$ cat src/rtl/fifo_flow_pkg.sv
package fifo_flow_pkg;
  typedef struct packed {
    logic [2:0] hi_code;
    logic [2:0] lo_code;
  } thr_cfg_t;

  localparam logic [2:0] HI_RST = 3'b001;
  localparam logic [2:0] LO_RST = 3'b000;

  function automatic int unsigned hi_bytes(logic [2:0] code);
    case (code)
      3'b000:  return 28;
      3'b011:  return 16;
      default: return 24;
    endcase
  endfunction

  function automatic int unsigned lo_bytes(logic [2:0] code);
    case (code)
      3'b001:  return 8;
      3'b011:  return 16;
      default: return 4;
    endcase
  endfunction
endpackage

$ cat src/rtl/flow_thr_reg.sv
module flow_thr_reg
  import fifo_flow_pkg::*;
(
  input  logic       clk_i,
  input  logic       rst_ni,
  input  logic       we_i,
  input  logic [7:0] wdata_i,
  output thr_cfg_t   cfg_o,
  output logic [7:0] rdata_o
);
  thr_cfg_t cfg_q;

  always_ff @(posedge clk_i or negedge rst_ni) begin
    if (!rst_ni) begin
      cfg_q.hi_code <= HI_RST;
      cfg_q.lo_code <= LO_RST;
    end else if (we_i) begin
      cfg_q.hi_code <= wdata_i[5:3];
      cfg_q.lo_code <= wdata_i[2:0];
    end
  end

  assign cfg_o   = cfg_q;
  assign rdata_o = {2'b00, cfg_q.hi_code, cfg_q.lo_code};


  cfg_write_chk: assert property (@(posedge clk_i) disable iff (!rst_ni)
    we_i |=> rdata_o == {2'b00, $past(wdata_i[5:0])});
endmodule

$ cat src/rtl/flow_byte_fifo.sv
module flow_byte_fifo #(
  parameter int unsigned DEPTH = 32,
  parameter int unsigned DW    = 8,
  localparam int unsigned AW   = $clog2(DEPTH),
  localparam int unsigned CW   = $clog2(DEPTH + 1)
) (
  input  logic          clk_i,
  input  logic          rst_ni,
  input  logic          push_i,
  input  logic [DW-1:0] push_data_i,
  input  logic          pop_i,
  output logic [DW-1:0] pop_data_o,
  output logic [CW-1:0] count_o,
  output logic          full_o,
  output logic          empty_o
);
  localparam logic [CW-1:0] FULL_CNT = CW'(DEPTH);
  localparam logic [AW-1:0] LAST_PTR = AW'(DEPTH - 1);

  logic [DW-1:0] mem_q [DEPTH];
  logic [AW-1:0] wr_ptr_q, rd_ptr_q;
  logic [CW-1:0] count_q;
  logic          push_ok, pop_ok;

  assign push_ok = push_i && (count_q != FULL_CNT);
  assign pop_ok  = pop_i && (count_q != '0);

  always_ff @(posedge clk_i) begin
    if (push_ok) mem_q[wr_ptr_q] <= push_data_i;
  end

  always_ff @(posedge clk_i or negedge rst_ni) begin
    if (!rst_ni) begin
      wr_ptr_q <= '0;
      rd_ptr_q <= '0;
      count_q  <= '0;
    end else begin
      if (push_ok) wr_ptr_q <= (wr_ptr_q == LAST_PTR) ? '0 : wr_ptr_q + 1'b1;
      if (pop_ok)  rd_ptr_q <= (rd_ptr_q == LAST_PTR) ? '0 : rd_ptr_q + 1'b1;
      case ({push_ok, pop_ok})
        2'b10:   count_q <= count_q + 1'b1;
        2'b01:   count_q <= count_q - 1'b1;
        default: ;
      endcase
    end
  end

  assign pop_data_o = mem_q[rd_ptr_q];
  assign count_o    = count_q;
  assign full_o     = (count_q == FULL_CNT);
  assign empty_o    = (count_q == '0);


  no_overflow_chk: assert property (@(posedge clk_i) disable iff (!rst_ni)
    count_q <= FULL_CNT);

  flags_excl_chk: assert property (@(posedge clk_i) disable iff (!rst_ni)
    !(full_o && empty_o));

  full_push_hold_chk: assert property (@(posedge clk_i) disable iff (!rst_ni)
    (full_o && push_i && !pop_i) |=> $stable(count_q));

  count_step_chk: assert property (@(posedge clk_i) disable iff (!rst_ni)
    (int'(count_q) - int'($past(count_q))) inside {-1, 0, 1});
endmodule

$ cat src/rtl/flow_thr_cmp.sv
module flow_thr_cmp
  import fifo_flow_pkg::*;
#(
  parameter int unsigned CW = 6
) (
  input  logic          clk_i,
  input  logic          rst_ni,
  input  logic [CW-1:0] count_i,
  input  thr_cfg_t      cfg_i,
  input  logic          udma_mode_i,
  output logic          prefetch_en_o,
  output logic          dma_req_en_o,
  output logic          strobe_en_o
);
  logic above_hi, below_lo;

  always_comb begin
    above_hi = int'(count_i) > int'(hi_bytes(cfg_i.hi_code));
    below_lo = int'(count_i) < int'(lo_bytes(cfg_i.lo_code));
  end

  assign prefetch_en_o = !above_hi;
  assign dma_req_en_o  = !udma_mode_i && !below_lo;
  assign strobe_en_o   =  udma_mode_i && !below_lo;


  req_onehot_chk: assert property (@(posedge clk_i) disable iff (!rst_ni)
    $onehot0({dma_req_en_o, strobe_en_o}));
endmodule

$ cat src/rtl/fifo_flow_ctl.sv
module fifo_flow_ctl
  import fifo_flow_pkg::*;
#(
  parameter int unsigned DEPTH = 32,
  parameter int unsigned DW    = 8,
  localparam int unsigned CW   = $clog2(DEPTH + 1)
) (
  input  logic          clk_i,
  input  logic          rst_ni,
  input  logic          push_i,
  input  logic [DW-1:0] push_data_i,
  input  logic          pop_i,
  output logic [DW-1:0] pop_data_o,
  output logic          full_o,
  output logic          empty_o,
  output logic [CW-1:0] level_o,
  input  logic          cfg_we_i,
  input  logic [7:0]    cfg_wdata_i,
  output logic [7:0]    cfg_rdata_o,
  input  logic          udma_mode_i,
  output logic          prefetch_en_o,
  output logic          dma_req_en_o,
  output logic          strobe_en_o
);
  thr_cfg_t      cfg;
  logic [CW-1:0] count;

  flow_thr_reg u_reg (
    .clk_i   (clk_i),
    .rst_ni  (rst_ni),
    .we_i    (cfg_we_i),
    .wdata_i (cfg_wdata_i),
    .cfg_o   (cfg),
    .rdata_o (cfg_rdata_o)
  );

  flow_byte_fifo #(.DEPTH(DEPTH), .DW(DW)) u_fifo (
    .clk_i       (clk_i),
    .rst_ni      (rst_ni),
    .push_i      (push_i),
    .push_data_i (push_data_i),
    .pop_i       (pop_i),
    .pop_data_o  (pop_data_o),
    .count_o     (count),
    .full_o      (full_o),
    .empty_o     (empty_o)
  );

  flow_thr_cmp #(.CW(CW)) u_cmp (
    .clk_i         (clk_i),
    .rst_ni        (rst_ni),
    .count_i       (count),
    .cfg_i         (cfg),
    .udma_mode_i   (udma_mode_i),
    .prefetch_en_o (prefetch_en_o),
    .dma_req_en_o  (dma_req_en_o),
    .strobe_en_o   (strobe_en_o)
  );

  assign level_o = count;


  full_no_prefetch_chk: assert property (@(posedge clk_i) disable iff (!rst_ni)
    full_o |-> !prefetch_en_o);

  empty_no_host_chk: assert property (@(posedge clk_i) disable iff (!rst_ni)
    empty_o |-> !(dma_req_en_o || strobe_en_o));
endmodule

$ cat config.mk
export PLATFORM = sky130hd
export DESIGN_NAME = fifo_flow_ctl
export DESIGN_NICKNAME = d
export VERILOG_FILES = /design/src/rtl/fifo_flow_pkg.sv /design/src/rtl/flow_thr_reg.sv /design/src/rtl/flow_byte_fifo.sv /design/src/rtl/flow_thr_cmp.sv /design/src/rtl/fifo_flow_ctl.sv
export SDC_FILE = /design/constraint.sdc
export NUM_CORES = 1
export LEC_CHECK = 0
export BUFFER_PORTS_ARGS = -buffer_cell sky130_fd_sc_hd__buf_4
export CAP_MARGIN = 10
export CORE_MARGIN = 1
export CORE_UTILIZATION = 66
export CTS_CLUSTER_SIZE = 30
export DETAILED_ROUTE_END_ITERATION = 10
export PLACE_DENSITY_LB_ADDON = 0.15
export SYNTH_ARGS = -nofsm -noshare
export SYNTH_HDL_FRONTEND = slang
export SYNTH_SLANG_ARGS = --single-unit
$ cat constraint.sdc
create_clock -name clk_i -period 5.41 [get_ports clk_i]
set_clock_uncertainty 0.05 [all_clocks]
set_input_delay 1.082 -clock clk_i [delete_from_list [all_inputs] [get_ports clk_i]]
set_output_delay 1.082 -clock clk_i [all_outputs]
set_load 0.01 [all_outputs]
---- Yosys cells after proc, flatten, opt, wreduce, memory -nomap -nowiden ----
Memory sizes are Yosys's and may differ from the RTL's.
Cells that the tools add are included.
cells by class
  reductions and logical operators ........ 11
  add/subtract/negate cells ............... 4
  multiplexer cells ....................... 7
  order comparisons ....................... 2
  eq/ne operators ......................... 9
operator list
  operator             count
  $pmux 6 s2           1
  $add 5x1->5 const B  2
  $eq 5x5->1 const B   2
  $mux 5               2
  $pmux 5 s2           1
  $pmux 4 s2           1
  $add 6x1->6 const B  1
  $eq 3x2->1 const B   2
  $eq 6x6->1 const B   1
  $gt 6x5->1           1
  $logic_not 6->1      1
  $lt 6x5->1           1
  $ne 6x6->1 const B   1
  $reduce_bool 6->1    1
  $sub 6x1->6 const B  1
  $logic_and 1x1->1    4
  $eq 3x1->1 const B   1
  $logic_not 1->1      3
  $logic_not 3->1      1
  $eq 2x1->1 const B   1
  $eq 2x2->1 const B   1
  $mux 1               2
  $reduce_bool 2->1    1
storage, ports and cells
  memories kept ........................... 1
  register bits ........................... 22
  logic and storage cells ................. 39
  output and inout port bits .............. 27
  bits in writable memories ............... 256
memories
  name          depth  width  rd ports  clocked after Yosys merged registers in  wr ports  line                  source
  u_fifo.mem_q  32     8      1         0                                        1         flow_byte_fifo.sv:20  logic [DW-1:0] mem_q [DEPTH];

---- Logic depth before layout (Yosys ltp) ----
Gate-level depths: netlist (run 1).
  depth after elaboration ................. 5
  depth in mapped cells ................... 11
  mapped depth without buffers ............ 10

---- By module ----
Synthesis (run 1) repeated with hierarchy kept, for this count alone.
second synthesis, totals
  cells, all modules ...................... 611
  area, all modules ....................... 11,426.0 µm²
by module, submodules not included
  module          times used  cells each  area an instance (µm²)
  flow_byte_fifo  1           569         10,960.5
  flow_thr_reg    1           22          316.6
  flow_thr_cmp    1           20          148.9

---- Worst setup path after synthesis (run 1) ----
Ideal clock, no wire load.
  path type ............................... reg2reg
  start ................................... reg u_fifo.count_q[0] (netlist: u_fifo.count_o[0])
  end ..................................... reg u_fifo.count_q[5] (netlist: u_fifo.count_o[5])
  library setup time ...................... 0.123 ns
  slack ................................... 2.225 ns
  data arrival time ....................... 3.013 ns
  stages on the path, launching flop included .. 11
  period minus slack after synthesis ...... 3.185 ns
  path through ............................ dfrtp_1 > or4_4 > o31a_1 > buf_6 > clkinv_8 > ha_1 > ha_1 > nor4bb_1 > a311o_1 > or3b_2 > xnor2_1
on the way
  cells in the longest elaborated chain, start to end .. 4
  elaborated cells between the ends (all ways) .. 10
  classes of those cells .................. add/sub: 2; eq/ne: 3; mux: 1; reduce/logical: 4
RTL lines
  element                                                              line                  source
  from (decl)                                                          flow_byte_fifo.sv:22  logic [CW-1:0] count_q;
  from (signal assigned)                                               flow_byte_fifo.sv:41  2'b10: count_q <= count_q + 1'b1;
  from (signal assigned)                                               flow_byte_fifo.sv:42  2'b01: count_q <= count_q - 1'b1;
  parallel branches: the longest is 4 deep, another holds $sub 6x1->6  n/a
Parallel ways; which one is timed is not known.
A chain may end at the register's enable or synchronous reset.

---- Worst setup path in the final report (run 1) ----
  start ................................... reg u_fifo.rd_ptr_q[0]
  end ..................................... out pop_data_o[6]
on the way
  cells in the longest elaborated chain, start to end .. 1
RTL lines
  element                 line                  source
  from (decl)             flow_byte_fifo.sv:21  logic [AW-1:0] wr_ptr_q, rd_ptr_q;
  from (signal assigned)  flow_byte_fifo.sv:39  if (pop_ok) rd_ptr_q <= (rd_ptr_q == LAST_PTR) ? '0 : rd_ptr_q + 1'b1;
  $mem_v2 32x8            n/a
  to (decl)               fifo_flow_ctl.sv:13   output logic [DW-1:0] pop_data_o,
No other way between the ends.

==> results.md, run 1 <==
- DR vias: between 6,000 and 7,000
- Design Area, Final: 12,700 sq um
- GRT Util Overall: roughly 28%
- Sw Share: approximately 31%
- Largest net degree at the start of global routing: 43
- Layout cells sized above 1: a little under a quarter
- CTS resizes: 0
- Initial antenna violation count: 0
- Clk pwr share: between 20% and 30%
- CTS buffer count: 27
- RSZ-0062 raised after global routing: no
- Starting DRT DRC Count: about 750
- Initial Util: roughly two thirds
- Global placement routability congestion: around 0.86
- Setup CP Type: register to primary output
- Tot Pwr: ~6300 uW
- GR Overflow Total: 0
- Site Rows: 47
- Core area: 16,600 sq um
- CP endpoint kind: primary output
- Pwr per Cell Area: roughly 500 nW/um^2
- Root buf cell: clkbuf_16
- Syn Inst Count: roughly 610
- Lkg Pwr: around 0.0042 uW
- Period utilisation layout: between 70% and 80%
- Vias in the first global route: 5,954
- Drt total wl: ~24 mm
- Hold crit path type: input pin to async pin
- Post-DP HPWL: roughly 14 mm
- Clk sinks: between 200 and 300
- Cts-stage hold buffer count: 0
- Setup Buffers After CTS: 0
- Asr flop ratio synth: under 10%
- Critical path's largest stage delay: around 860 ps
- Setup_tns: 0 ps
- Die H: around 130 microns
- Placed Area: roughly 12,000 sq um
- First-pass GRT wire length: 35.9 mm
- Logic pwr share: 27.5%
- Max transition margin: 22.4%
- Fin. Hold Viols: 0
- Cell Int Power: 4330 uW
- Via density: 6.76
- Top Ports: between 40 and 50
- Synth Flop Type: edfxtp_1
- Max-cap violations: 0
- WP data arrival: 3060 ps
- Post-synth EDFFs: around 260
- Syn Std Cell Area: between 10,000 and 15,000 sq um
- Clock buffer depth: 3
- Mean Syn Cell Area: between 15 and 20 sq um
- Kind of start point of the critical path: register
- Final Critical Period: ~4200 ps
- Required @ worst endpoint: about 4300 ps
- H-tree levels: 1
- Drt drc: 0
- Maximum VDD drop: 0.317 mV
- CTS tree: built
- Final Slew Violations: 0
- P_sw: slightly below 2000 uW
- Die X: about 130 microns
- Layout Cells excl Fill: between 800 and 900
- Final #Nets: about 700
- Clock latency on the worst-skew pair: 520 ps
- Drt pass-1 iters: 5
- Worst-margin pin slew: roughly 1200 ps
- Fill cells: between 900 and 1,000
- Dpl cells: 849
- Slowest CP cell: dfrtp_4
- Yosys warns: 0
- Crit path max fanout: 42
- Reg power frac: 44.2%
- IO buf count: 44
- Final setup viols: 0
- Antenna cells: 0
- Outcome: finished, final reports clean
- Distinct cells, synth: 52
- P&R area growth vs syn: 12.1%
- Fin util: about three quarters
- Routed WL per cell: 26.5 microns
- Clock transition at path regs: roughly 60 ps
- CP Cell Sequence: buf_12 > mux4_2 > a21oi_1 > a22oi_1 > buf_4
- F_max: between 0.2 and 0.25 GHz
- Synth Register Bits: 278
- Reg2Reg Setup Slack: around 2000 ps
- Die ar.: ~18,000 sq um
- Post-synthesis sequential area ratio: between 70 and 80%
- Antenna-violating nets left: 0
final cells by class:
cell class | count | area [sq um] | area share [%]
Timing Repair Buffer | 53 | 405 | 3.20
Clock buffer | 36 | 792 | 6.26
Clock inverter | 9 | 51.3 | 0.405
Inverter | 12 | 57.6 | 0.455
Tap cell | 220 | 275 | 2.17
Multi-Input combinational cell | 288 | 2830 | 22.4
Sequential cell | 278 | 8240 | 65.1
power groups by stage:
stage	clock network (uW)	registers [uW]	logic, uW
final	1770	2770	1720
after detailed placement	0	2810	1680
after floorplan	0	2640	1260
after global routing	1860	2800	1840
after global placement	0	2790	1630
after CTS	1780	2770	1710
through the flow:
stage / worst slack [ps] / hold WS [ps]
2_1_floorplan: 2220 / 514
3_3_place_gp: 1790 / 464
5_1_grt: 1040 / 387
6_report: 1220 / 388
3_5_place_dp: 1730 / 481
4_1_cts: 1200 / 384
synthesized netlist by cell type (all sizes together) (5+ instances only):
| library cell | count | area, sq um |
|---|---|---|
| edfxtp | 256 | 7690 |
| mux4 | 48 | 1080 |
| nor2 | 33 | 124 |
| mux2i | 32 | 320 |
| a22oi | 24 | 180 |
| dfrtp | 21 | 526 |
| clkbuf | 18 | 67.6 |
| nand2 | 17 | 63.8 |
| buf | 16 | 104 |
| ha | 16 | 200 |
| o21ai | 13 | 65.1 |
| a21oi | 11 | 55.1 |
| inv | 11 | 41.3 |
| a211oi | 10 | 75.1 |
| mux2 | 8 | 90.1 |
| o221ai | 8 | 70.1 |
| o22ai | 8 | 50.1 |
| nor3 | 7 | 35.0 |
| nor2b | 5 | 31.3 |
kinds of logic after synthesis:
| family | after synthesis | share of synthesized area [%] |
|---|---|---|
| multiplexers | 88 | 13.2 |
| adder cells (fa/ha/maj) | 17 | 1.95 |
| AO/OA/AOI/OAI | 87 | 5.49 |
| other | 1 | 0.0332 |
| AND/OR/NAND/NOR | 91 | 4.09 |
| buffers and inverters | 46 | 2.03 |
| flip-flops | 278 | 73.0 |
| XOR/XNOR | 3 | 0.233 |
layout by cell type, fill, tap and decap left out, types with 5 or more instances in the layout:
cell type / instances
mux2_2: 8
ha_1: 16
o22ai_1: 8
dfrtp_1: 19
nor3_1: 7
nor2b_1: 5
mux2i_1: 32
mux4_2: 48
o21ai_0: 13
edfxtp_1: 256
nor2_1: 33
a21oi_1: 11
buf_4: 50
clkbuf_16: 29
inv_1: 11
a211oi_1: 10
a22oi_1: 24
nand2_1: 17
o221ai_1: 8
path summary, 6_finish.rpt:
path	depth (start not counted)	startpoint	end
hold reg to reg	1	u_reg.cfg_o[0]$_DFFE_PN0P_	u_reg.cfg_o[0]$_DFFE_PN0P_
min in group clk_i	1	u_reg.cfg_o[0]$_DFFE_PN0P_	u_reg.cfg_o[0]$_DFFE_PN0P_
setup reg to reg	9	u_fifo.count_o[1]$_DFFE_PN0P_	u_fifo.count_o[5]$_DFFE_PN0P_
hold / removal	1	rst_ni	u_reg.cfg_o[2]$_DFFE_PN0P_
max in group asynchronous	1	rst_ni	u_reg.cfg_o[3]$_DFFE_PN1P_
setup / recovery	5	u_fifo.rd_ptr_q[0]$_DFFE_PN0P_	pop_data_o[6]
per-layer routing:
layer | up-vias | wire [microns] | global-route usage (%)
li1 | 2577 | - | -
met1 | 3085 | 9090 | 39.9
met2 | 332 | 12000 | 45.8
met3 | 60 | 2110 | 4.44
met4 | 0 | 565 | 7.73
met5 | - | 0 | 0
worst max-delay path: cells and delay by family, from the launching register on:
kind | cells | cell delay (ps)
flops | 1 | 860
buf+inv | 2 | 550
mux | 1 | 550
compound gates | 2 | 550
registers in the layout, indices dropped and copies added (netlist names):
signal	cells
u_fifo.mem_q	256
u_fifo.wr_ptr_q	5
u_fifo.count_o	6
u_fifo.rd_ptr_q	5
u_reg.cfg_o	6
Note: power is estimated with default switching activity, not from simulation.
==> run 2: changes to the inputs <==
Settings changed: ABC_AREA set to 1, CORE_UTILIZATION 66 to 61.
Clock period 5.41 ns to 4.15 ns, I/O delays scaled along.
==> results.md, run 2 <==
- Outcome: finished, final reports clean
- Post-synth EDFFs: between 200 and 300
- Max-cap violations: 0
- P&R area growth vs syn: 12.8%
- Clk pwr share: roughly 30%
- Pwr per Cell Area: 670 nW/um^2
- Reg power frac: around two fifths
- Crit path from: u_fifo.rd_ptr_q[2]$_DFFE_PN0P_
- Leading area contributor after synthesis: edfxtp_1
- Final Critical Period: 3510 ps
- Initial Util: between 60% and 70%
- Max transition margin: ~42%
- Vias in the first global route: around 7,400
- Yosys warns: 0
- Worst r2r src: u_fifo.count_o[1]$_DFFE_PN0P_
- Cts-stage hold buffer count: 0
- Post-synthesis sequential area ratio: 69.5%
- Setup Buffers After CTS: 0
- Largest net degree at the start of global routing: roughly 130
- Simple-gate share of the synthesized area: between 20 and 25%
- CP Cell Sequence: nor2_2 > nand3_1 > nand2_1 > nor2_1 > nand2_1 > nand2_1 > inv_1 > buf_4
- RSZ-0062 raised after global routing: no
- Largest family of logic cells by synthesized area: simple AND/OR/NAND/NOR gates
- Layout cells sized above 1: under 10%
- Critical path's top delay family: simple AND/OR/NAND/NOR gates
- Drt drc: 0
- First-pass GRT wire length: approximately 39 mm
- Tot Pwr: 8970 uW
- Reg2Reg Setup Slack: ~1600 ps
- Period utilisation layout: 84.6%
- R2r endpoint: u_fifo.count_o[3]$_DFFE_PN0P_
- Top Ports: slightly below 50
- Post-DP HPWL: ~15 mm
- H-tree levels: 1
- Setup_tns: 0 ps
- Cell Int Power: about 5900 uW
- CTS buffer count: 28
- Logic pwr share: a little under a third
- Worst-margin pin slew: 865 ps
- Core area: around 19,000 sq um
- Setup CP Type: register to primary output
- Mean Syn Cell Area: 10.9 sq um
- Global placement routability congestion: 0.867
- GRT Util Overall: roughly 26%
- Via density: about 5.6
- Commonest non-fill, non-tap cells in the layout: nand2_1 (385), edfxtp_1 (256), nand3_1 (173)
- Root buf cell: clkbuf_16
- Mux contribution to synthesized area: less than 1%
- Worst path most repeated cell: nand2_1
- Compound-Gate Fraction of Synth Area: 1.86%
- Critical path's largest stage delay: approximately 730 ps
- Clock latency on the worst-skew pair: ~540 ps
- Synth area leaders: edfxtp_1 (65%), nand2_1 (12%), nand3_1 (7.3%)
- IO buf count: 44
- Sw Share: between 30% and 40%
- Lkg Pwr: between 0.005 and 0.006 uW
- Asr flop ratio synth: 7.91%
- Top-area cell type share of the netlist area: between 60% and 70%
- Commonest non-fill, non-tap cell in the layout: nand2_1
- Synth Register Bits: approximately 280
- WP data arrival: 2630 ps
- Fin util: a little over two thirds
- Slowest CP cell: nor2_2
- Clock transition at path regs: ~60 ps
- Starting DRT DRC Count: a little over 600
- Maximum VDD drop: between 0.4 and 0.5 mV
- Kind of start point of the critical path: register
- Length in cells of the worst reg-to-reg path: 13
- Clock buffer depth: 3
- Most flop-heavy register: u_fifo.mem_q
- Syn Inst Count: 1,089
- Antenna-violating nets left: 0
- CP endpoint kind: primary output
- Post-Synth XOR/XNOR Area: less than 1%
- Required @ worst endpoint: 3270 ps
- Max reg flops: ~260
- Antenna cells: 0
- DR vias: between 7,000 and 8,000
- Final setup viols: 0
- Site Rows: 50
- Routed WL per cell: ~18 microns
- Adder-Cell Fraction of Synth Area: around 1.9%
- CP bufs+invs: 2
- Drt total wl: between 20 and 30 mm
- Top post-synthesis cells by count: nand2_1 (385), edfxtp_1 (256), nand3_1 (173)
- Synth Flop Type: edfxtp_1
- P_sw: 3090 uW
- Cell with the most instances after synthesis: nand2_1
- Initial antenna violation count: 0
- F_max: between 0.2 and 0.3 GHz
- CTS resizes: 0
- Crit path max fanout: 16
- Final Slew Violations: 0
- Die H: around 140 microns
- GR Overflow Total: 0
- Final #Nets: 1,158
- Hold crit path type: input pin to async pin
- Die ar.: about 20,000 sq um
- Distinct cells, synth: 29
- Drt pass-1 iters: 5
- CTS tree: built
- Syn Std Cell Area: between 10,000 and 15,000 sq um
- Fin. Hold Viols: 0
- Clk sinks: between 200 and 300
- Die X: ~140 microns
-- run 2: how the worst max path moves through the flow --
stage / end / slack [ps] / depth (start not counted)
finish: pop_data_o[7] / 640 / 8
global route: pop_data_o[5] / 420 / 9
CTS: pop_data_o[7] / 650 / 8
detailed placement: pop_data_o[7] / 1220 / 8
global placement: pop_data_o[7] / 1240 / 8
floorplan: u_fifo.count_o[4]$_DFFE_PN0P_ / 1820 / 11
-- run 2: area by class of cell --
class                      count  area (sq um)
fill                        1371          5520
timing repair buffer          52           428
multi-input combinational    712          3190
inverter                      47           179
clock buffer                  31           733
clock inverter                21           280
tap                          260           325
sequential                   278          8240
-- run 2: layer usage --
layer	GRT usage, %	share of wire [%]	vias up	wire length [microns]
li1	-	-	3765	-
met1	34.7	42	3717	10500
met2	44.0	49	299	12300
met3	2.97	6.0	61	1520
met4	10.2	3.6	0	904
met5	0	0	-	0
-- run 2: power groups by stage --
stage | sequential (uW) | clock [uW] | combinational [uW]
6_report | 3430 | 2720 | 2820
3_3_place_gp | 3480 | 0 | 2730
3_5_place_dp | 3480 | 0 | 2790
5_1_grt | 3450 | 2860 | 3140
4_1_cts | 3430 | 2740 | 2820
2_1_floorplan | 3430 | 0 | 1890
-- run 2: cells by family after synthesis --
logic type               Yosys count
AO/OA/AOI/OAI                     42
XOR/XNOR                           6
adder cells (fa/ha/maj)           17
buffers and inverters            100
flip-flops                       278
multiplexers                       2
other                              1
AND/OR/NAND/NOR                  643
-- run 2: metrics by stage --
| step | instances | hold slack [ps] | area (sq um) | setup WS [ps] |
|---|---|---|---|---|
| final | 1401 | 135 | 13400 | 639 |
| after global routing | 1401 | 147 | 13400 | 422 |
| after CTS | 1401 | 129 | 13400 | 648 |
| after detailed placement | 1349 | 452 | 12400 | 1220 |
| after global placement | 1349 | 446 | 12400 | 1240 |
| after floorplan | 1090 | 445 | 11900 | 1820 |
